==> src/rtl/rg_pkg.sv <==
package rg_pkg;
  typedef enum logic [2:0] {
    TS_T1 = 3'd0,
    TS_T2 = 3'd1,
    TS_T3 = 3'd2,
    TS_T4 = 3'd3,
    TS_TW = 3'd4,
    TS_TI = 3'd5
  } tstate_e;

  typedef enum logic [1:0] {
    OWN_OPEN  = 2'd0,
    OWN_HELD  = 2'd1,
    OWN_RECOV = 2'd2
  } own_state_e;
endpackage

==> src/rtl/rg_chan_tracker.sv <==
module rg_chan_tracker
  import rg_pkg::*;
(
  input  logic    clk_i,
  input  logic    rst_ni,
  input  logic    pulse_i,
  input  logic    held_by_me_i,
  input  logic    grant_i,
  input  tstate_e tstate_i,
  output logic    pend_o,
  output logic    early_o
);
  logic pend_q, early_q;
  logic late_slot;

  assign late_slot = (tstate_i == TS_T3) || (tstate_i == TS_TW);

  always_ff @(posedge clk_i or negedge rst_ni) begin
    if (!rst_ni) begin
      pend_q  <= 1'b0;
      early_q <= 1'b0;
    end else if (grant_i) begin
      pend_q  <= 1'b0;
      early_q <= 1'b0;
    end else if (pulse_i && !held_by_me_i && !pend_q) begin
      pend_q  <= 1'b1;
      early_q <= !late_slot;
    end else if (pend_q && tstate_i == TS_T4) begin
      // a cycle boundary passed: the request now predates the next T2
      early_q <= 1'b1;
    end
  end

  assign pend_o  = pend_q;
  assign early_o = early_q;
endmodule

==> src/rtl/rg_release_gate.sv <==
module rg_release_gate
  import rg_pkg::*;
#(
  parameter int NCH = 2
) (
  input  tstate_e        tstate_i,
  input  logic           low_byte_i,
  input  logic           inta_first_i,
  input  logic           lock_ni,
  input  logic           open_i,
  input  logic [NCH-1:0] pend_i,
  input  logic [NCH-1:0] early_i,
  output logic [NCH-1:0] grant_o
);
  logic [NCH-1:0] elig;
  logic           t4_ok;

  assign t4_ok = (tstate_i == TS_T4) && !low_byte_i && !inta_first_i;

  always_comb begin
    for (int c = 0; c < NCH; c++) begin
      elig[c] = pend_i[c] && open_i && lock_ni &&
                ((tstate_i == TS_TI) || (t4_ok && early_i[c]));
    end
  end

  // fixed priority: lowest index wins
  always_comb begin
    logic taken;
    taken   = 1'b0;
    grant_o = '0;
    for (int c = 0; c < NCH; c++) begin
      if (elig[c] && !taken) begin
        grant_o[c] = 1'b1;
        taken      = 1'b1;
      end
    end
  end
endmodule

==> src/rtl/rg_owner_fsm.sv <==
module rg_owner_fsm
  import rg_pkg::*;
#(
  parameter int NCH = 2,
  localparam int OW = (NCH > 1) ? $clog2(NCH) : 1
) (
  input  logic           clk_i,
  input  logic           rst_ni,
  input  logic [NCH-1:0] grant_i,
  input  logic [NCH-1:0] pulse_i,
  output logic           open_o,
  output logic           float_o,
  output logic [NCH-1:0] held_by_o
);
  own_state_e     state_q, state_d;
  logic [OW-1:0]  owner_q, owner_d;
  logic [OW-1:0]  grant_idx;

  always_comb begin
    grant_idx = '0;
    for (int c = NCH - 1; c >= 0; c--) begin
      if (grant_i[c]) grant_idx = OW'(c);
    end
  end

  always_comb begin
    state_d = state_q;
    owner_d = owner_q;
    unique case (state_q)
      OWN_OPEN: if (|grant_i) begin
        state_d = OWN_HELD;
        owner_d = grant_idx;
      end
      OWN_HELD: if (pulse_i[owner_q]) state_d = OWN_RECOV;
      OWN_RECOV: state_d = OWN_OPEN;
      default: state_d = OWN_OPEN;
    endcase
  end

  always_ff @(posedge clk_i or negedge rst_ni) begin
    if (!rst_ni) begin
      state_q <= OWN_OPEN;
      owner_q <= '0;
    end else begin
      state_q <= state_d;
      owner_q <= owner_d;
    end
  end

  assign open_o  = (state_q == OWN_OPEN);
  assign float_o = (state_q == OWN_HELD);

  always_comb begin
    for (int c = 0; c < NCH; c++) begin
      held_by_o[c] = float_o && (owner_q == OW'(c));
    end
  end
endmodule

==> src/rtl/rqgt_arbiter.sv <==
module rqgt_arbiter
  import rg_pkg::*;
#(
  parameter int NCH = 2
) (
  input  logic           clk_i,
  input  logic           rst_ni,
  input  logic [NCH-1:0] line_i,
  input  logic [2:0]     tstate_i,
  input  logic           low_byte_i,
  input  logic           inta_first_i,
  input  logic           lock_ni,
  output logic [NCH-1:0] line_pd_o,
  output logic           float_o
);
  tstate_e        ts;
  logic [NCH-1:0] pulse, pend, early, grant, held_by;
  logic           open_st;

  assign ts = tstate_e'(tstate_i);
  // a low wire we are not pulling down is a pulse from the far master
  assign pulse = ~line_i & ~grant;

  for (genvar c = 0; c < NCH; c++) begin : g_chan
    rg_chan_tracker u_trk (
      .clk_i        (clk_i),
      .rst_ni       (rst_ni),
      .pulse_i      (pulse[c]),
      .held_by_me_i (held_by[c]),
      .grant_i      (grant[c]),
      .tstate_i     (ts),
      .pend_o       (pend[c]),
      .early_o      (early[c])
    );
  end

  rg_release_gate #(.NCH(NCH)) u_gate (
    .tstate_i     (ts),
    .low_byte_i   (low_byte_i),
    .inta_first_i (inta_first_i),
    .lock_ni      (lock_ni),
    .open_i       (open_st),
    .pend_i       (pend),
    .early_i      (early),
    .grant_o      (grant)
  );

  rg_owner_fsm #(.NCH(NCH)) u_fsm (
    .clk_i     (clk_i),
    .rst_ni    (rst_ni),
    .grant_i   (grant),
    .pulse_i   (pulse),
    .open_o    (open_st),
    .float_o   (float_o),
    .held_by_o (held_by)
  );

  assign line_pd_o = grant;
endmodule

==> config.mk <==
export PLATFORM = sky130hd
export DESIGN_NAME = rqgt_arbiter
export DESIGN_NICKNAME = d
export VERILOG_FILES = /design/src/rtl/rg_pkg.sv /design/src/rtl/rg_chan_tracker.sv /design/src/rtl/rg_release_gate.sv /design/src/rtl/rg_owner_fsm.sv /design/src/rtl/rqgt_arbiter.sv
export SDC_FILE = /design/constraint.sdc
export NUM_CORES = 1
export LEC_CHECK = 0
export CAP_MARGIN = 0
export CORE_AREA = 8 8 45 47
export DETAILED_ROUTE_END_ITERATION = 12
export DIE_AREA = 0 0 53 55
export GPL_ROUTABILITY_DRIVEN = 0
export GPL_TIMING_DRIVEN = 0
export REMOVE_ABC_BUFFERS = 1
export SLEW_MARGIN = 20
export SYNTH_ARGS = -nofsm -noshare
export SYNTH_HDL_FRONTEND = slang
export SYNTH_HIERARCHICAL = 1
export SYNTH_SLANG_ARGS = --single-unit
==> constraint.sdc <==
create_clock -name clk_i -period 2 [get_ports clk_i]
set_input_delay 0.4 -clock clk_i [delete_from_list [all_inputs] [get_ports clk_i]]
set_output_delay 0.4 -clock clk_i [all_outputs]
set_load 0.03 [all_outputs]
=== Yosys cells after proc, flatten, opt, wreduce, memory -nomap -nowiden ===
Cells that the tools add are included.

* Logic and storage cells: 75
* Flip-flop bits (word level): 7
* Memories: 0
* Output and inout port bits: 3
* Bits in writable memories: 0
* Memory bits (read-only): 0
* Bits in latches: 0

* Eq/ne operators: 7
* Reduce and logical (&&, ||, !) cells: 38
* Bitwise operators: 4
* Shift operators: 0
* Divide/modulo/power cells: 0
* $add $sub $neg: 0
* Mux-type cells: 19
* Order comparisons: 1
* Multiply operators: 0

{| class="wikitable"
|+ Operator list
! cell !! number
|-
| $logic_and 1x1->1 || 19
|-
| $mux 1 || 16
|-
| $logic_not 1->1 || 8
|-
| $eq 3x2->1 const B || 2
|-
| $eq 3x3->1 const B || 2
|-
| $reduce_bool 3->1 || 2
|-
| $mux 2 || 2
|-
| $not 2->2 || 2
|-
| $pmux 2 s2 || 1
|-
| $reduce_and 2->1 || 2
|-
| $reduce_bool 2->1 || 2
|-
| $logic_or 1x1->1 || 3
|-
| $and 2x2->2 || 1
|-
| $eq 2x1->1 const B || 1
|-
| $logic_not 2->1 || 1
|-
| $lt 1x2->1 const B || 1
|-
| $ne 2x1->1 const B || 1
|-
| $ne 2x2->1 const B || 1
|-
| $reduce_or 2->1 || 1
|-
| $not 1->1 || 1
|}

=== Logic depth before layout (Yosys ltp) ===
Gate-level depths: netlist of the first run.

* Depth in word-level cells: 16
* Mapped depth: 7
* Depth with buffers taken out: 7

=== Modules after synthesis ===
The synthesis of the first run kept the hierarchy.

{| class="wikitable"
|+ By module, submodules not included
! module !! times used !! area each (sq um) !! seq. area each (sq um) !! cells each
|-
| rg_chan_tracker || 2 || 115.1 || 50.0 || 11
|-
| rg_owner_fsm || 1 || 158.9 || 75.1 || 13
|-
| rg_release_gate || 1 || 73.8 || 0.0 || 9
|-
| rqgt_arbiter || 1 || 7.5 || 0.0 || 2
|}

=== Worst setup path before layout of the first run ===
OpenSTA, ideal clock, no wires.

* Path kind: input port to flip-flop
* Start point: in tstate_i[2]
* End point: reg g_chan[0].u_trk.early_q
* Path slack: -106 ps
* Buffers on the path: 0
* Arrival: 1944 ps
* Stages on the path: 7
* Cell sequence: nor4b_4 a21oi_1 nor2_1 nor2_1 nor3b_2 nor3_1 a211oi_2

* Word-level cells in the longest chain between the ends: 13
* Elaborated cells on any way between the ends: 20
* Those cells by class: eq/ne: 4; mux: 3; bitwise: 2; reduce/logical: 11

{| class="wikitable"
|+ RTL lines
! item !! line !! RTL
|-
| from (decl) || rqgt_arbiter.sv:9 || <nowiki>input logic [2:0] tstate_i,</nowiki>
|-
| $eq 3x2->1 || rg_release_gate.sv:18 || <nowiki>assign t4_ok = (tstate_i == TS_T4) && !low_byte_i && !inta_first_i;</nowiki>
|-
| $logic_and 1x1->1 (2 in a row) || rg_release_gate.sv:18 ||
|-
| $logic_and 1x1->1 || rg_release_gate.sv:23 || <nowiki>((tstate_i == TS_TI) || (t4_ok && early_i[c]));</nowiki>
|-
| $logic_or 1x1->1 (*) || rg_release_gate.sv:23 ||
|-
| $logic_and 1x1->1 (*) || rg_release_gate.sv:22 || <nowiki>elig[c] = pend_i[c] && open_i && lock_ni &&</nowiki>
|-
| $mux 1 (*) || rg_release_gate.sv:33 || <nowiki>if (elig[c] && !taken) begin</nowiki>
|-
| net line_pd_o[0] || rqgt_arbiter.sv:13 || <nowiki>output logic [NCH-1:0] line_pd_o,</nowiki>
|-
| $not 2->2 (*) || rqgt_arbiter.sv:22 || <nowiki>assign pulse = ~line_i & ~grant;</nowiki>
|-
| $and 2x2->2 (*) || rqgt_arbiter.sv:22 ||
|-
| net pulse[0] || rqgt_arbiter.sv:17 || <nowiki>logic [NCH-1:0] pulse, pend, early, grant, held_by;</nowiki>
|-
| $logic_and 1x1->1 (*) (2 in a row) || rg_chan_tracker.sv:25 || <nowiki>end else if (pulse_i && !held_by_me_i && !pend_q) begin</nowiki>
|-
| $mux 1 || rg_chan_tracker.sv:25 ||
|-
| $mux 1 || rg_chan_tracker.sv:22 || <nowiki>end else if (grant_i) begin</nowiki>
|-
| to (signal assigned) || rg_chan_tracker.sv:27 || <nowiki>early_q <= !late_slot;</nowiki>
|-
| to (decl) || rg_chan_tracker.sv:13 || <nowiki>logic pend_q, early_q;</nowiki>
|}

The timed path passes the listed nets; every way through them passes the cells marked *.
A chain may end at the register's enable or synchronous reset.

=== Worst setup path after layout of the first run ===
* Start point: in low_byte_i
* End point: out line_pd_o[1]

* Word-level cells in the longest chain between the ends: 10
* Elaborated cells on any way between the ends: 13
* Those cells by class: mux: 2; reduce/logical: 11

{| class="wikitable"
|+ RTL lines
! item !! line !! RTL
|-
| from (decl) || rqgt_arbiter.sv:10 || <nowiki>input logic low_byte_i,</nowiki>
|-
| $logic_not 1->1 (*) || rg_release_gate.sv:18 ||
|-
| $logic_and 1x1->1 (*) (2 in a row) || rg_release_gate.sv:18 ||
|-
| $logic_and 1x1->1 || rg_release_gate.sv:23 ||
|-
| $logic_or 1x1->1 || rg_release_gate.sv:23 ||
|-
| $logic_and 1x1->1 || rg_release_gate.sv:22 ||
|-
| $mux 1 || rg_release_gate.sv:33 ||
|-
| $logic_not 1->1 || rg_release_gate.sv:33 ||
|-
| $logic_and 1x1->1 (*) || rg_release_gate.sv:33 ||
|-
| $mux 1 (*) || rg_release_gate.sv:33 ||
|-
| to (decl) || rqgt_arbiter.sv:13 ||
|}

Mark *: on every way between the ends. The rest lies on a longest branch, timed or not.

==> results_dict.tcl, run 1 <==
set metrics [dict create \
    hold_class "in2async" \
    crit_buf_inv 2 \
    clockBufferDepth 2 \
    drive_above_1_share_pct 36.9 \
    start_util_pct 34.0 \
    dpl.hpwl_um 845 \
    dpl-instance-area_um2 611 \
    grt_overflow 0 \
    fin_crit_sh_pct 94.4 \
    setup_viol 0 \
    synthTopCellsByArea "dfrtp_1, a211oi_2, nor2_1" \
    synth_common_cells "nor2_1, dfrtp_1, a21oi_1" \
    grt_pass1_vias 466 \
    max-slew-margin-rel_pct 77.4 \
    die_area_um2 2920 \
    syn_avg_cell_area_um2 10.2 \
    ctsHtreeMaxLevel 1 \
    worstPathCellList "dlygate4sd2_1 > nor4b_4 > a21oi_2 > nor3_4 > buf_6" \
    routedWlPerCell_um 14.9 \
    drtIter0Drc 8 \
    rsz0062_at_grt "no" \
    power_density_nw_per_um2 952 \
    drv_cap 0 \
    die_h_um 55 \
    regToRegStartpoint "u_fsm/state_q[0]" \
    final-max-slew-violation-count 0 \
    r2r_cells 7 \
    fill_cells 150 \
    start_kind "input pin" \
    cts.clk_slew.worst_paths_ps 50 \
    cts_tree "built" \
    synth_xor_area_share_pct 3.72 \
    layout.nets 76 \
    min_period_ps 1890 \
    final_area_um2 659 \
    grt_max_degree 8 \
    cp_max_fo 2 \
    synthMostInstantiatedCell "nor2_1" \
    drtPass1Iterations 4 \
    finalNonFillerCells 81 \
    p_leak_nw 0.282 \
    num_antenna_cells 0 \
    ios 13 \
    synth-simple-area-share_pct 38.6 \
    max_stage_delay_ps 320 \
    fmax_ghz 0.530 \
    synth_top_area_share_pct 37.2 \
    slowest_stage "nor4b_4" \
    grt_use_total_pct 9.62 \
    ctsRootBufferMaster "clkbuf_4" \
    yosys_most_used_dff "dfrtp_1" \
    ys_async_sr_fraction_pct 100 \
    crit_type "in2out" \
    viasPerCell 5.22 \
    fin_util_pct 47.6 \
    critical_path_required_ps 1600 \
    place_inst 74 \
    ys_warn_count 6 \
    fin_worst_skew_ps 2.16 \
    port_buffers 12 \
    path_delay_family "simple AND/OR/NAND/NOR gates" \
    antenna_found_initial 0 \
    cp.arrival_ps 1490 \
    yosys.area_share.adder_pct 0 \
    crit_path_end_kind "output pin" \
    synth_top_family_by_area "simple AND/OR/NAND/NOR gates" \
    hold_viol 0 \
    synth_mux_area_share_pct 3.19 \
    synth_compound_area_share_pct 15.7 \
    die_w_um 53 \
    status "finished, final reports clean" \
    via_count 423 \
    reg2reg_to "u_fsm/state_q[1]" \
    synth_cell_type_count 20 \
    ant_nets 0 \
    clk_latency_ps 250 \
    max-vdd-ir-drop_uv 416 \
    synth_edf_count 0 \
    worstMarginPinSlew_ps 337 \
    cts_hold_buffers 0 \
    grt_pass1_wl_um 2030 \
    cts_made_buffers 3 \
    area_growth_pct 40.2 \
    drt_wl_total_um 1210 \
    num_rows 14 \
    ys_seq_area_share_pct 37.2 \
    ff2ff_setup_slack_ps 180 \
    netlist_area_um2 470 \
    synth_top_area_cell "dfrtp_1" \
    syn_inst 46 \
    coreArea_um2 1380 \
    drcViolationCount 0 \
    ys_ff_latch 7 \
    clock_sinks 7 \
]
## flip-flops by register name (all words and copies together), names as in the netlist
signal	cells
g_chan.u_trk/early_o	2
u_fsm/owner_q	1
g_chan.u_trk/pend_o	2
u_fsm/state_q	2
## routing by layer
metal  vias up  global-route usage [%]  part of all wire, %
met5         -                       0                    0
li1        208                       -                    -
met1       198                    10.8                   45
met2        13                    14.8                   46
met3         4                    2.94                  7.9
met4         0                    7.76                 0.91
## logic make-up after synthesis
group           Yosys count
flops                     7
mux                       1
xor+xnor                  2
simple gates             25
compound gates            9
buf+inv                   2
## power by group
| part | total (W) | switching (W) | internal (W) |
|---|---|---|---|
| clock network | 0.000130 | 0.0000534 | 0.0000762 |
| logic | 0.000256 | 0.000128 | 0.000128 |
| registers | 0.000242 | 0.0000526 | 0.000189 |
## worst max-delay path by stage
| stage | start | endpoint | slack, ps | cells past startpoint |
|---|---|---|---|---|
| after floorplan | tstate_i[2] | g_chan[0].u_trk/early_o | -110 | 7 |
| after global placement | tstate_i[2] | line_pd_o[0] | -950 | 5 |
| after detailed placement | tstate_i[2] | line_pd_o[0] | -960 | 5 |
| after CTS | tstate_i[2] | line_pd_o[1] | 3 | 5 |
| after global routing | u_fsm/state_q[0] | line_pd_o[1] | 20 | 4 |
| final | low_byte_i | line_pd_o[1] | 110 | 5 |
## stage by stage
step	setup WS [ps]	hold WS, ps	power [W]	TNS [ps]
floorplan	-106	104	0.000412	-345
finish	112	414	0.000628	0
CTS	3.41	413	0.000636	0
detailed placement	-965	470	0.000494	-4890
global placement	-953	468	0.000492	-4770
global route	20.1	432	0.000675	0
## placed cells by master, fill, tap and decap left out, types with 2 or more instances in the layout
master	n
and4b_1	2
inv_1	2
clkbuf_2	2
nand4_1	2
clkdlybuf4s50_1	4
nor3_1	3
and2_2	2
nor3b_2	2
nor2_1	7
a21oi_1	3
buf_4	3
xnor2_1	2
a211oi_2	3
clkbuf_4	3
dlygate4sd2_1	3
dfrtp_1	7
## what timing repair did
item | CTS | global route
setup buffers | 3 | 0
endpoints found under the setup margin | 10 | 6
pin swaps | 4 | 1
hold endpoints to repair | 0 | 0
gates resized for setup | 20 | 6
## cell type report
cell class,count,area (µm²),area share [%]
clock buffer,4,26.3,3.98
multi-input combinational,37,303,45.9
tap,16,20.0,3.04
sequential,7,175,26.6
timing repair buffer,15,128,19.4
inverter,2,7.51,1.14
Power figures use the tool's default switching activity.
==> run 2: changes to the inputs <==
--- a/config.mk
+++ b/config.mk
@@ -6,11 +6,12 @@
 export NUM_CORES = 1
 export LEC_CHECK = 0
 export CAP_MARGIN = 0
-export CORE_AREA = 8 8 45 47
+export CORE_AREA = 2 2 39 41
 export DETAILED_ROUTE_END_ITERATION = 12
-export DIE_AREA = 0 0 53 55
+export DIE_AREA = 0 0 41 43
 export GPL_ROUTABILITY_DRIVEN = 0
 export GPL_TIMING_DRIVEN = 0
+export HOLD_SLACK_MARGIN = 0.15
 export REMOVE_ABC_BUFFERS = 1
 export SLEW_MARGIN = 20
 export SYNTH_ARGS = -nofsm -noshare
==> results_dict.tcl, run 2 (synthesis gave the netlist of run 1 again) <==
set metrics [dict create \
    drv_cap 0 \
    worstPathCellList "clkdlybuf4s50_1 > nand4_1 > nor3_4 > buf_6" \
    dpl.hpwl_um 728 \
    clockBufferDepth 2 \
    fin_util_pct 47.8 \
    ctsRootBufferMaster "clkbuf_4" \
    drcViolationCount 0 \
    die_area_um2 1760 \
    r2r_cells 8 \
    cp.arrival_ps 1540 \
    viasPerCell 5.11 \
    coreArea_um2 1380 \
    clock_sinks 7 \
    p_leak_nw 0.273 \
    place_inst 74 \
    start_util_pct 34.0 \
    setup_viol 0 \
    drtIter0Drc 5 \
    finalNonFillerCells 81 \
    via_count 414 \
    grt_pass1_wl_um 1680 \
    drive_above_1_share_pct 35.4 \
    antenna_found_initial 0 \
    ios 13 \
    critical_path_required_ps 1600 \
    crit_type "in2out" \
    grt_max_degree 8 \
    final-max-slew-violation-count 0 \
    drt_wl_total_um 1010 \
    ctsHtreeMaxLevel 1 \
    max-slew-margin-rel_pct 78.0 \
    cts_tree "built" \
    area_growth_pct 40.7 \
    max-vdd-ir-drop_uv 415 \
    routedWlPerCell_um 12.4 \
    grt_overflow 0 \
    clk_latency_ps 240 \
    fin_crit_sh_pct 97.1 \
    ant_nets 0 \
    cts_made_buffers 3 \
    final_area_um2 662 \
    holdWs_ps 417 \
    fin_worst_skew_ps 0.947 \
    start_kind "input pin" \
    port_buffers 12 \
    dpl-instance-area_um2 611 \
    hold_class "in2async" \
    grt_pass1_vias 427 \
    die_w_um 41 \
    fmax_ghz 0.515 \
    fin_tns_setup_ps 0 \
    layout_common_cells "nor2_1, dfrtp_1, clkdlybuf4s50_1" \
    num_rows 14 \
    hold_viol 0 \
    slowest_stage "clkdlybuf4s50_1" \
    grt_use_total_pct 14.3 \
    crit_path_end_kind "output pin" \
    layout.nets 76 \
    cp_max_fo 6 \
    cts.clk_slew.worst_paths_ps 50 \
    rsz0062_at_grt "no" \
    worstMarginPinSlew_ps 329 \
    power_density_nw_per_um2 937 \
    min_period_ps 1940 \
    drtPass1Iterations 4 \
    die_h_um 43 \
    max_stage_delay_ps 570 \
    num_antenna_cells 0 \
    status "finished, final reports clean" \
]
==> run 2: cell types whose count changed in the layout (fill, tap and decap cells not counted), sizes merged <==
cell	change
clkdlybuf4s15	+1
dlymetal6s2s	-1
clkbuf	-1
clkdlybuf4s50	+1
==> run 2: path summary, 6_finish.rpt <==
kind,startpoint,to,slack [ps]
max,tstate_i[0],line_pd_o[1],60
min,rst_ni,g_chan[0].u_trk/pend_o,420
max reg2reg,u_fsm/state_q[0],g_chan[1].u_trk/early_o,180
min reg2reg,u_fsm/state_q[1],u_fsm/state_q[0],480
max in group asynchronous,rst_ni,g_chan[1].u_trk/early_o,1340
min in group clk_i,u_fsm/state_q[1],u_fsm/state_q[0],480
==> run 2: layout make-up <==
| class | count | area (µm²) |
|---|---|---|
| flip-flops and latches | 7 | 175 |
| repair buffers | 15 | 130 |
| well taps | 16 | 20.0 |
| multi-input cells | 37 | 303 |
| clock buffers | 4 | 26.3 |
| inverters | 2 | 7.51 |
| fillers | 139 | 722 |
==> run 2: report_power, final <==
group	internal, W	leakage [nW]	switching (W)
clock network	0.0000759	0.0150	0.0000489
registers	0.000189	0.0781	0.0000514
logic	0.000128	0.180	0.000126
total	0.000394	0.273	0.000226
==> run 2: per-stage QoR <==
step	power [W]	setup slack, ps
2_1_floorplan	0.000412	-106
3_3_place_gp	0.000491	-946
3_5_place_dp	0.000493	-923
4_1_cts	0.000631	33.8
5_1_grt	0.000673	9.33
6_report	0.000620	58.5
==> run 2: routing by layer <==
metal | share of wire, % | vias up | track usage [%]
li1 | - | 209 | -
met1 | 46 | 192 | 19.6
met2 | 46 | 13 | 20.0
met3 | 7.4 | 0 | 1.57
met4 | 0 | 0 | 10.0
met5 | 0 | - | 0
==> run 2: critical path, delay by kind of cell <==
family | cells | cell delay [ps]
buf+inv | 2 | 730
simple gates | 2 | 400
==> run 2: what timing repair did <==
action | CTS | global route
setup endpoints to repair | 7 | 3
buffers inserted | 3 | 0
gates resized for setup | 20 | 4
hold buffers | 0 | 0
pin swaps | 4 | 1
cloned | 0 | 0
endpoints found under the hold margin | 0 | 0
==> run 3: changes to the inputs <==
--- a/config.mk
+++ b/config.mk
@@ -18,3 +18,4 @@
 export SYNTH_HDL_FRONTEND = slang
 export SYNTH_HIERARCHICAL = 1
 export SYNTH_SLANG_ARGS = --single-unit
+export TNS_END_PERCENT = 20
==> results_dict.tcl, run 3 (synthesis gave the netlist of run 1 again) <==
set metrics [dict create \
    layout.nets 76 \
    num_antenna_cells 0 \
    p_leak_nw 0.284 \
    cp.arrival_ps 1550 \
    grt_overflow 0 \
    hold_viol 0 \
    grt_use_total_pct 14.5 \
    setup_viol 0 \
    cp_max_fo 6 \
    clockBufferDepth 2 \
    cts.clk_slew.worst_paths_ps 50 \
    antenna_found_initial 0 \
    crit_path_end_kind "output pin" \
    drt_wl_total_um 1040 \
    drtPass1Iterations 4 \
    ant_nets 0 \
    critical_path_required_ps 1600 \
    num_rows 14 \
    clock_sinks 7 \
    grt.met2_usage_pct 20.0 \
    holdWs_ps 417 \
    min_period_ps 1950 \
    power_density_nw_per_um2 927 \
    grt_pass1_wl_um 1700 \
    drive_above_1_share_pct 36.9 \
    fin_worst_skew_ps 0.948 \
    start_kind "input pin" \
    fin_crit_sh_pct 97.6 \
    coreArea_um2 1380 \
    cts_tree "built" \
    dpl.hpwl_um 728 \
    worstPathCellList "clkdlybuf4s50_1 > nand4_1 > nor3_4 > buf_6" \
    crit_type "in2out" \
    max_stage_delay_ps 580 \
    drcViolationCount 0 \
    busiest_layer "met1" \
    grt_max_degree 8 \
    status "finished, final reports clean" \
    port_buffers 12 \
    ctsRootBufferMaster "clkbuf_4" \
    ios 13 \
    setup_ws_ps 48.0 \
    viasPerCell 5.17 \
    worstMarginPinSlew_ps 328 \
    routedWlPerCell_um 12.8 \
    drv_cap 0 \
    max-vdd-ir-drop_uv 443 \
    drtIter0Drc 3 \
    cts_made_buffers 3 \
    path_delay_family "buffers and inverters" \
    slowest_stage "clkdlybuf4s50_1" \
    cts_hold_buffers 0 \
    final-max-slew-violation-count 0 \
    die_h_um 43 \
    ctsHtreeMaxLevel 1 \
    max-slew-margin-rel_pct 78.0 \
    start_util_pct 34.0 \
    finalNonFillerCells 81 \
    die_area_um2 1760 \
    fin_tns_setup_ps 0 \
    area_growth_pct 47.9 \
    clk_latency_ps 240 \
    fmax_ghz 0.512 \
    grt_pass1_vias 430 \
    post-place-ws_ps -923 \
    place_inst 74 \
    use_met1_pct 20.3 \
    layout_common_cells "nor2_1, dfrtp_1, clkdlybuf4s50_1" \
    via_count 419 \
    use_met3_pct 1.57 \
    die_w_um 41 \
    crit_buf_inv 2 \
    hold_class "in2async" \
    fin_util_pct 50.3 \
]
[run 3: changes by cell type in the layout (fill, tap and decap cells not counted)]
cell,previous run,this run
nor3_1,3,1
nor3_2,0,2
nor3b_2,2,0
nor3b_4,0,2
buf_2,1,0
buf_4,3,4
clkbuf_2,1,0
clkdlybuf4s50_1,5,6
dlygate4sd2_1,3,2
dlymetal6s2s_1,0,1
[run 3: stage by stage]
stage	instance area (µm²)	power (W)
2_1_floorplan	470	0.000412
3_3_place_gp	611	0.000491
3_5_place_dp	611	0.000493
4_1_cts	666	0.000637
5_1_grt	696	0.000698
6_report	696	0.000645
[run 3: worst register-to-register path, stage by stage (launching register included)]
cell and delay [ps]:
dfrtp_1 430, nor2_1 220, nand4_1 170, nor3_4 230, buf_4 150, nor2_1 60, mux2_4 270, and2_2 190
[run 3: layout make-up]
class,count,area [µm²]
Timing Repair Buffer,15,141
Clock buffer,4,26.3
Inverter,2,7.51
Tap cell,16,20.0
Fill cell,140,688
Sequential cell,7,175
Multi-Input combinational cell,37,325
[run 3: worst paths after layout]
kind                                   from                       to  slack, ps  cells after the start
setup reg to reg           u_fsm/state_q[0]         u_fsm/state_q[1]        170                      7
hold reg to reg            u_fsm/state_q[1]         u_fsm/state_q[0]        480                      1
max in group asynchronous            rst_ni  g_chan[1].u_trk/early_o       1340                      1
hold / removal                       rst_ni   g_chan[0].u_trk/pend_o        420                      1
setup / recovery                tstate_i[0]             line_pd_o[1]         50                      4
min in group clk_i         u_fsm/state_q[1]         u_fsm/state_q[0]        480                      1
[run 3: layer usage]
layer  vias up  wire (µm)
met3         0         80
met2        15        493
met5         -          0
li1        211          -
met4         0          0
met1       193        465
[run 3: repair_timing]
item	4_1_cts	5_1_grt
pin swaps	2	3
gates resized for setup	18	9
endpoints found under the setup margin	7	7
buffers inserted	3	0
[run 3: power by group]
part / internal (W) / switching [W] / leakage [nW] / total [W]
clock network: 0.0000759 / 0.0000489 / 0.0150 / 0.000125
registers: 0.000189 / 0.0000586 / 0.0781 / 0.000248
logic: 0.000140 / 0.000132 / 0.191 / 0.000272
